`src/rtl/fm_dev_pkg.sv`:
```
package fm_dev_pkg;
  typedef enum logic [1:0] {
    RATE_MANUAL = 2'd0,
    RATE_DIV4   = 2'd1,
    RATE_DIV8   = 2'd2,
    RATE_DIV16  = 2'd3
  } fm_rate_e;

  localparam int unsigned FM_W_DEF   = 16;
  localparam int unsigned FREQ_W_DEF = 32;
endpackage

```
`src/rtl/fm_rate_gen.sv`:
```
module fm_rate_gen #(
  parameter int unsigned RATE_W = 2
) (
  input  logic              clk,
  input  logic              rst_n,
  input  logic [RATE_W-1:0] rate_sel,
  input  logic              fm_load,
  output logic              sync_n,
  output logic              cap
);
  localparam int unsigned CNT_W = 2**RATE_W;

  logic [CNT_W-1:0] cnt_q, cnt_d, mask;
  logic             ld_q, pend_q, pend_d, sync_q, sync_d;
  logic             auto_tick, man_fall;

  always_comb begin
    cnt_d     = cnt_q + 1'b1;
    mask      = CNT_W'((1 << (int'(rate_sel) + 1)) - 1);
    auto_tick = (rate_sel != '0) && ((cnt_q & mask) == mask) && !fm_load;
    man_fall  = (rate_sel == '0) && ld_q && !fm_load;
    sync_d    = !auto_tick;
    pend_d    = man_fall;
  end

  always_ff @(posedge clk or negedge rst_n) begin
    if (!rst_n) begin
      cnt_q  <= '0;
      ld_q   <= 1'b0;
      pend_q <= 1'b0;
      sync_q <= 1'b1;
    end else begin
      cnt_q  <= cnt_d;
      ld_q   <= fm_load;
      pend_q <= pend_d;
      sync_q <= sync_d;
    end
  end

  assign sync_n = sync_q;
  assign cap    = pend_q | ~sync_q;

  // a sync low never lasts more than one clock
  p_sync_one_cycle_r6: assert property (@(posedge clk) disable iff (!rst_n)
    !sync_n |=> sync_n);
  // a sync low needs automatic mode with the strobe held low
  p_sync_gated_r8: assert property (@(posedge clk) disable iff (!rst_n)
    !sync_n |-> ($past(rate_sel) != '0) && !$past(fm_load));
  // a manual take follows a high-then-low strobe
  p_manual_edge_r5: assert property (@(posedge clk) disable iff (!rst_n)
    pend_q |-> !$past(fm_load) && $past(fm_load, 2));
endmodule

```
`src/rtl/fm_load_regs.sv`:
```
module fm_load_regs #(
  parameter int unsigned FM_W   = 16,
  parameter int unsigned FREQ_W = 32
) (
  input  logic              clk,
  input  logic              rst_n,
  input  logic              cap,
  input  logic              sim_load,
  input  logic [FM_W-1:0]   fm_word,
  input  logic              fm_sub,
  input  logic              car_load,
  input  logic [FREQ_W-1:0] carrier_word,
  output logic [FM_W-1:0]   fm_mag,
  output logic              fm_neg,
  output logic [FREQ_W-1:0] car
);
  logic [FM_W-1:0]   mag_q, mag_d;
  logic              neg_q, neg_d;
  logic [FREQ_W-1:0] car_q, car_d;
  logic              cl_q, cpend_q, cpend_d, car_en;

  always_comb begin
    cpend_d = cl_q && !car_load;
    car_en  = cpend_q || (cap && sim_load);
    mag_d   = cap    ? fm_word      : mag_q;
    neg_d   = cap    ? fm_sub       : neg_q;
    car_d   = car_en ? carrier_word : car_q;
  end

  always_ff @(posedge clk or negedge rst_n) begin
    if (!rst_n) begin
      mag_q   <= '0;
      neg_q   <= 1'b0;
      car_q   <= '0;
      cl_q    <= 1'b0;
      cpend_q <= 1'b0;
    end else begin
      mag_q   <= mag_d;
      neg_q   <= neg_d;
      car_q   <= car_d;
      cl_q    <= car_load;
      cpend_q <= cpend_d;
    end
  end

  assign fm_mag = mag_q;
  assign fm_neg = neg_q;
  assign car    = car_q;

  // without a carrier strobe, a take with the flag low keeps the carrier
  p_car_hold_r10: assert property (@(posedge clk) disable iff (!rst_n)
    (!sim_load && !cpend_q) |=> (car == $past(car)));
endmodule

```
`src/rtl/fm_combine.sv`:
```
module fm_combine #(
  parameter int unsigned FM_W       = 16,
  parameter int unsigned FREQ_W     = 32,
  parameter int unsigned SCALE_W    = 2,
  parameter int unsigned SHIFT_STEP = 4
) (
  input  logic               clk,
  input  logic               rst_n,
  input  logic [FM_W-1:0]    fm_mag,
  input  logic               fm_neg,
  input  logic [SCALE_W-1:0] scale_sel,
  input  logic [FREQ_W-1:0]  car,
  output logic [FREQ_W-1:0]  freq_word
);
  localparam int unsigned N_SCALE = 2**SCALE_W;

  logic [FREQ_W-1:0] cand [N_SCALE];
  logic [FREQ_W-1:0] dev, freq_d, freq_q;

  for (genvar g = 0; g < N_SCALE; g++) begin : g_scale
    assign cand[g] = FREQ_W'(fm_mag) << (g * SHIFT_STEP);
  end

  always_comb begin
    dev    = cand[scale_sel];
    freq_d = fm_neg ? (car - dev) : (car + dev);
  end

  always_ff @(posedge clk or negedge rst_n) begin
    if (!rst_n) freq_q <= '0;
    else        freq_q <= freq_d;
  end

  assign freq_word = freq_q;

  // a zero magnitude passes the carrier through unchanged
  p_zero_dev_r2: assert property (@(posedge clk) disable iff (!rst_n)
    (fm_mag == '0) |=> (freq_word == $past(car)));
endmodule

```
`src/rtl/fm_dev_ctrl.sv`:
```
module fm_dev_ctrl #(
  parameter int unsigned FM_W       = fm_dev_pkg::FM_W_DEF,
  parameter int unsigned FREQ_W     = fm_dev_pkg::FREQ_W_DEF,
  parameter int unsigned SCALE_W    = 2,
  parameter int unsigned SHIFT_STEP = 4,
  parameter int unsigned RATE_W     = 2
) (
  input  logic               clk,
  input  logic               rst_n,
  input  logic [FM_W-1:0]    fm_word,
  input  logic               fm_sub,
  input  logic [SCALE_W-1:0] scale_sel,
  input  logic [RATE_W-1:0]  rate_sel,
  input  logic               fm_load,
  input  logic               sim_load,
  input  logic               car_load,
  input  logic [FREQ_W-1:0]  carrier_word,
  output logic [FREQ_W-1:0]  freq_word,
  output logic               sync_n
);
  logic              cap_w, fm_neg_w;
  logic [FM_W-1:0]   fm_mag_w;
  logic [FREQ_W-1:0] car_w;

  fm_rate_gen #(.RATE_W(RATE_W)) rate_i (
    .clk(clk), .rst_n(rst_n), .rate_sel(rate_sel), .fm_load(fm_load),
    .sync_n(sync_n), .cap(cap_w)
  );

  fm_load_regs #(.FM_W(FM_W), .FREQ_W(FREQ_W)) regs_i (
    .clk(clk), .rst_n(rst_n), .cap(cap_w), .sim_load(sim_load),
    .fm_word(fm_word), .fm_sub(fm_sub), .car_load(car_load),
    .carrier_word(carrier_word), .fm_mag(fm_mag_w), .fm_neg(fm_neg_w),
    .car(car_w)
  );

  fm_combine #(.FM_W(FM_W), .FREQ_W(FREQ_W), .SCALE_W(SCALE_W),
               .SHIFT_STEP(SHIFT_STEP)) comb_i (
    .clk(clk), .rst_n(rst_n), .fm_mag(fm_mag_w), .fm_neg(fm_neg_w),
    .scale_sel(scale_sel), .car(car_w), .freq_word(freq_word)
  );

  // the bus is taken on the edge that ends a sync low
  p_fm_capture_r7: assert property (@(posedge clk) disable iff (!rst_n)
    !sync_n |=> (fm_mag_w == $past(fm_word)) && (fm_neg_w == $past(fm_sub)));
endmodule

```
`config.mk`:
```
export PLATFORM = sky130hd
export DESIGN_NAME = fm_dev_ctrl
export DESIGN_NICKNAME = d
export VERILOG_FILES = /design/src/rtl/fm_dev_pkg.sv /design/src/rtl/fm_rate_gen.sv /design/src/rtl/fm_load_regs.sv /design/src/rtl/fm_combine.sv /design/src/rtl/fm_dev_ctrl.sv
export SDC_FILE = /design/constraint.sdc
export NUM_CORES = 1
export LEC_CHECK = 0
export ABC_AREA = 1
export BUFFER_PORTS_ARGS = -buffer_cell sky130_fd_sc_hd__buf_2
export CORE_ASPECT_RATIO = 1.1
export CORE_MARGIN = 4
export CORE_UTILIZATION = 40
export DETAILED_ROUTE_END_ITERATION = 16
export SLEW_MARGIN = 10
export SYNTH_ARGS = -nofsm -noshare
export SYNTH_HDL_FRONTEND = slang
export SYNTH_SLANG_ARGS = --single-unit
```
`constraint.sdc`:
```
create_clock -name clk -period 3.9 [get_ports clk]
set_input_delay 0.39 -clock clk [delete_from_list [all_inputs] [get_ports clk]]
set_output_delay 0.39 -clock clk [all_outputs]
set_load 0.01 [all_outputs]
```
Word-level counts from Yosys, hierarchy flattened. Index checks and enable logic that the tools add are counted.

$add $sub $neg: 5. Shift operators: 1. Muxes and demuxes: 4. Equality and inequality tests: 1. Reduce and logical (&&, ||, !) cells: 12. Bitwise operators: 4. $lt $le $gt $ge: 1.

Operators with widths (count): $mux 32 (3); $bmux 32 s2 (1); $add 32x32->32 (1); $shl 1x32->4 const A (1); $sub 32x32->32 (1); $logic_and 1x1->1 (6); $add 4x1->4 const B (1); $and 4x4->4 (1); $eq 4x4->1 (1); $sub 4x2->4 const B (1); $add 2x1->3 const B (1); $ge 3x3->1 const B (1); $logic_not 1->1 (3); $not 2->3 (1); $logic_not 2->1 (1); $reduce_bool 2->1 (1); $logic_or 1x1->1 (1); $not 1->1 (1); $or 1x1->1 (1).

Logic and storage cells: 38. Output and inout bits: 33. Register bits: 90.

Longest topological paths before layout.
Word-level depth: 8. Gate-level depth with buffers: 24. Depth with buffers taken out: 24.

Modules after synthesis. From an unflattened synthesis, not the netlist that was laid out.

Cells, all modules: 884. Area total of the unflattened synthesis: 6436.2 µm².

Modules (own cells, without submodules): fm_combine (seq. area each 800.8 µm², cells each 641, times used 1, area an instance 4144.0 µm²); fm_load_regs (seq. area each 1276.2 µm², cells each 216, times used 1, area an instance 2021.9 µm²); fm_rate_gen (seq. area each 176.4 µm², cells each 27, times used 1, area an instance 270.3 µm²).

Worst setup path before layout. Ideal clock, no wire load.

Path kind: input -> register. Start point: input port scale_sel[0]. End point: register comb_i.freq_q[24] (netlist: comb_i.freq_word[24]). Buffers on the path: 0. Stages: 20. Data arrival time: 2.866 ns. Setup slack: 0.955 ns. Cell sequence: inv_2 > nand2_1 > nor2_1 > inv_1 > ha_1 > inv_1 > nor2_1 > nand2_1 > nor2_4 > nand2_1 > nand3_1 > nand2_1 > inv_1 > ha_1 > nand2_1 > nor2_1 > nand4_1 > or2_2 > nand3_1 > xor2_1.

Longest elaborated chain between the ends: 6.

RTL lines: from (decl) (line fm_dev_ctrl.sv:12) `input logic [SCALE_W-1:0] scale_sel,`; $not 2->3 (not written as such) (*) (line fm_combine.sv:25) `dev = cand[scale_sel];`; $bmux 32 s2 (*) (line fm_combine.sv:25); $mux 32 (not written as such) (*) (2 in series) (line fm_combine.sv:25); $add 32x32->32 or $sub 32x32->32 (tied branches) (line fm_combine.sv:26) `freq_d = fm_neg ? (car - dev) : (car + dev);`; $mux 32 (*) (line fm_combine.sv:26); named net comb_i.freq_d[24] (line fm_combine.sv:18) `logic [FREQ_W-1:0] dev, freq_d, freq_q;`; to (signal assigned) (line fm_combine.sv:31) `else freq_q <= freq_d;`; to (decl) (line fm_combine.sv:18).

The timed path passes the listed nets; every way through them passes the cells marked *. The select of a mux whose other input is x is not followed. A chain may end at the register's enable or synchronous reset.

Worst setup path in the final report.
Start point: input port scale_sel[0]. End point: register comb_i.freq_q[27] (netlist: comb_i.freq_word[27]).

Same word-level chain as after synthesis.

==> metrics <==
status=complete, no violations; postcts setup bufs=0; Final Setup Violations=0; Seq pwr share=31.0%; Setup Skew=0.00914 ns; net load switching power=1.72 mW; worst-case clock buffer depth=2; syn avg cell area=7.77 µm²; Total Power=4.21 mW; commonest non-fill, non-tap cell in the layout=nand2_1; share of cells above drive strength 1=20.6%; TritonRoute pass-1 iters=5; Hold Path Class=input pin to asynchronous set/reset pin; pwr dens=597 nW/µm²; most used cell along the critical path=nand2_1; CTS Hold Buffers Added=0; pin count of the biggest net entering global routing=65; residual DRC count=0; Post-Syn Nets=873; RD Place Congestion=0.954; DR vias=5339; fmax=307 MHz; final core occ=48.3%; root buf cell=clkbuf_16; largest stage delay on the critical path=0.36 ns; global route overflow=0; Critical Path RT=4.13 ns; most frequent cells in the layout=223 x nand2_1, 89 x dfrtp_1, 89 x buf_2; # port buffers=90; final setup margin=0.645 ns; unrepaired setup endpoints after global routing=false; Worst-Margin Slew=0.815 ns; n_diodes=0; H-Tree Depth=3; dpl hpwl=12600 µm; post_cts resized=0; Worst EP arrival=3.49 ns; Setup CP Type=input pin to register; Worst Setup Start Kind=input pin; Tot GR Track Use=18.7%; max_slew headroom=45.7%; Final Cycle Share=83.5%; Crit-path slowest cell=ha_1; total wire length=15300 µm; Crit. End Element=register; Top Ports=91; Netlist cell types=34; worst-path cell chain=buf_2, inv_2, nand2_1, nor2_1, inv_1, ha_1, inv_1, nor2_1, nand2_1, o21ai_0, xnor2_1, ha_1, nand2_1, nor2_1, inv_1, a21oi_1, o21ai_0, nand3_1, nand2_1, inv_1, nor2_1, nand2_1, nand2_1; synthesized flop and latch total=90; endpoints failing hold=0; clk sinks=90; critical path peak fanout=18; fin crit period=3.25 ns; YS warnings=0; synthesis-to-finish area growth=16.3%; DIE AREA=17200 µm²; Site Rows=46; post-route ant nets=0; Via-to-Cell Ratio=4.98; Place WS=0.321 ns; combinational share of power=48.0%; Pins Over Slew Limit=0; fraction of power spent switching nets=40.9%; die extent in x=125 µm; CTS Buf Count=9; routed len/inst=14.3 µm; sequential area share after synthesis=37.2%; clock-pin slew on the worst setup and hold paths=0.06 ns; cell count after synthesis=781; synthesized cell area=6060 µm²; peak supply drop=0.000259 V; Leak Pwr=3.54 nW; Max Cap Violations=0; Int Power=2.49 mW; DIE HEIGHT=137 µm; final net count=967; Hold WS=0.134 ns; CTS tree=yes; R2R cell count=15; final setup TNS=0 ns; Worst-Skew Late Latency=0.35 ns; Starting Density=41.5%; first-pass GRT wire length=25600 µm; vias in the first global route=5297; Clk network pwr share=21.0%; Initial DRC Count=317; initial antenna violation count=0; Core Region=14600 µm²
[power by group through the flow]
stage,logic [mW],registers (mW),clock network (mW)
global placement,2.02,1.33,0
floorplan,1.31,1.39,0
global route,2.29,1.34,0.957
detailed placement,2.01,1.33,0
finish,2.02,1.30,0.882
CTS,2.02,1.31,0.915
[flip-flops by register name, indices dropped and copies added (netlist names)]
register          flops
comb_i.freq_word     32
rate_i.cnt_q          4
rate_i.ld_q           1
rate_i.pend_q         1
rate_i.sync_n         1
regs_i.car           32
regs_i.cl_q           1
regs_i.cpend_q        1
regs_i.fm_mag        16
regs_i.fm_neg         1
[synthesized netlist by cell type]
cell type,count,area [µm²]
clkbuf_1,6,22.5
o21ai_1,6,30.0
a21oi_1,46,230
fa_1,1,20.0
o311ai_0,1,8.76
nand3_2,4,40.0
o21ai_0,38,190
nor4_1,3,18.8
nand2_1,223,837
nor2_2,5,31.3
o21bai_1,4,30.0
mux2_2,42,473
buf_2,8,40.0
xor2_1,28,245
a31oi_1,1,6.26
nor3_1,7,35.0
dfrtp_1,89,2230
buf_1,1,3.75
inv_2,2,7.51
inv_1,66,248
o21a_1,3,22.5
a21o_1,4,30.0
nand2_2,7,43.8
or2_2,3,18.8
xnor2_1,18,158
nor2_1,65,244
dfstp_2,1,26.3
o21ai_2,1,8.76
ha_1,33,413
nand3b_1,1,7.51
nor2_4,2,22.5
nand4_1,7,43.8
nand3_1,54,270
buf_6,1,11.3
[cell type report]
class,count,area [µm²]
fill,1517,7560
multi-input combinational,607,3480
sequential,90,2250
timing repair buffer,99,520
clock buffer,12,256
inverter,68,255
tap,192,240
clock inverter,4,50.0
[worst paths after layout]
kind | startpoint | to | slack (ns)
hold / removal | rst_n | regs_i.car[27]$_DFFE_PN0P_ | 0.13
hold reg to reg | regs_i.cl_q$_DFF_PN0_ | regs_i.cpend_q$_DFF_PN0_ | 0.46
setup / recovery | scale_sel[0] | comb_i.freq_word[27]$_DFF_PN0_ | 0.65
setup reg to reg | regs_i.fm_neg$_DFFE_PN0N_ | comb_i.freq_word[31]$_DFF_PN0_ | 0.71
min in group clk | car_load | regs_i.cl_q$_DFF_PN0_ | 0.16
max in group asynchronous | rst_n | comb_i.freq_word[16]$_DFF_PN0_ | 2.93
[per-layer routing]
metal | up-vias | global-route usage (%) | wire (µm)
li1 | 2752 | - | -
met2 | 128 | 31.1 | 7140
met3 | 29 | 3.59 | 718
met4 | 0 | 7.17 | 418
met5 | - | 0 | 0
met1 | 2430 | 24.3 | 7050
[per-stage QoR]
step	cell area, µm²	cells
after floorplan	6060	781
after global placement	6750	1056
after detailed placement	6750	1056
after CTS	7050	1072
after global routing	7050	1072
final	7050	1072
[critical path, delay by kind of cell]
family | cells | cell delay [ns]
buf+inv | 6 | 0.70
simple gates | 11 | 1.22
xor+xnor | 1 | 0.18
fa+ha+maj | 2 | 0.54
compound gates | 3 | 0.46
[kinds of logic (layout without fill, tap and decap cells)]
group                    Yosys count  after routing  share of synthesized area [%]
AO/OA/AOI/OAI                    104            104                           9.18
XOR/XNOR                          46             46                           6.64
adder cells (fa/ha/maj)           34             34                           7.14
buffers and inverters             84            183                           5.49
flip-flops                        90             90                           37.2
multiplexers                      42             42                           7.80
AND/OR/NAND/NOR                  381            381                           26.6
No activity file was read; power rests on OpenSTA's default activity.
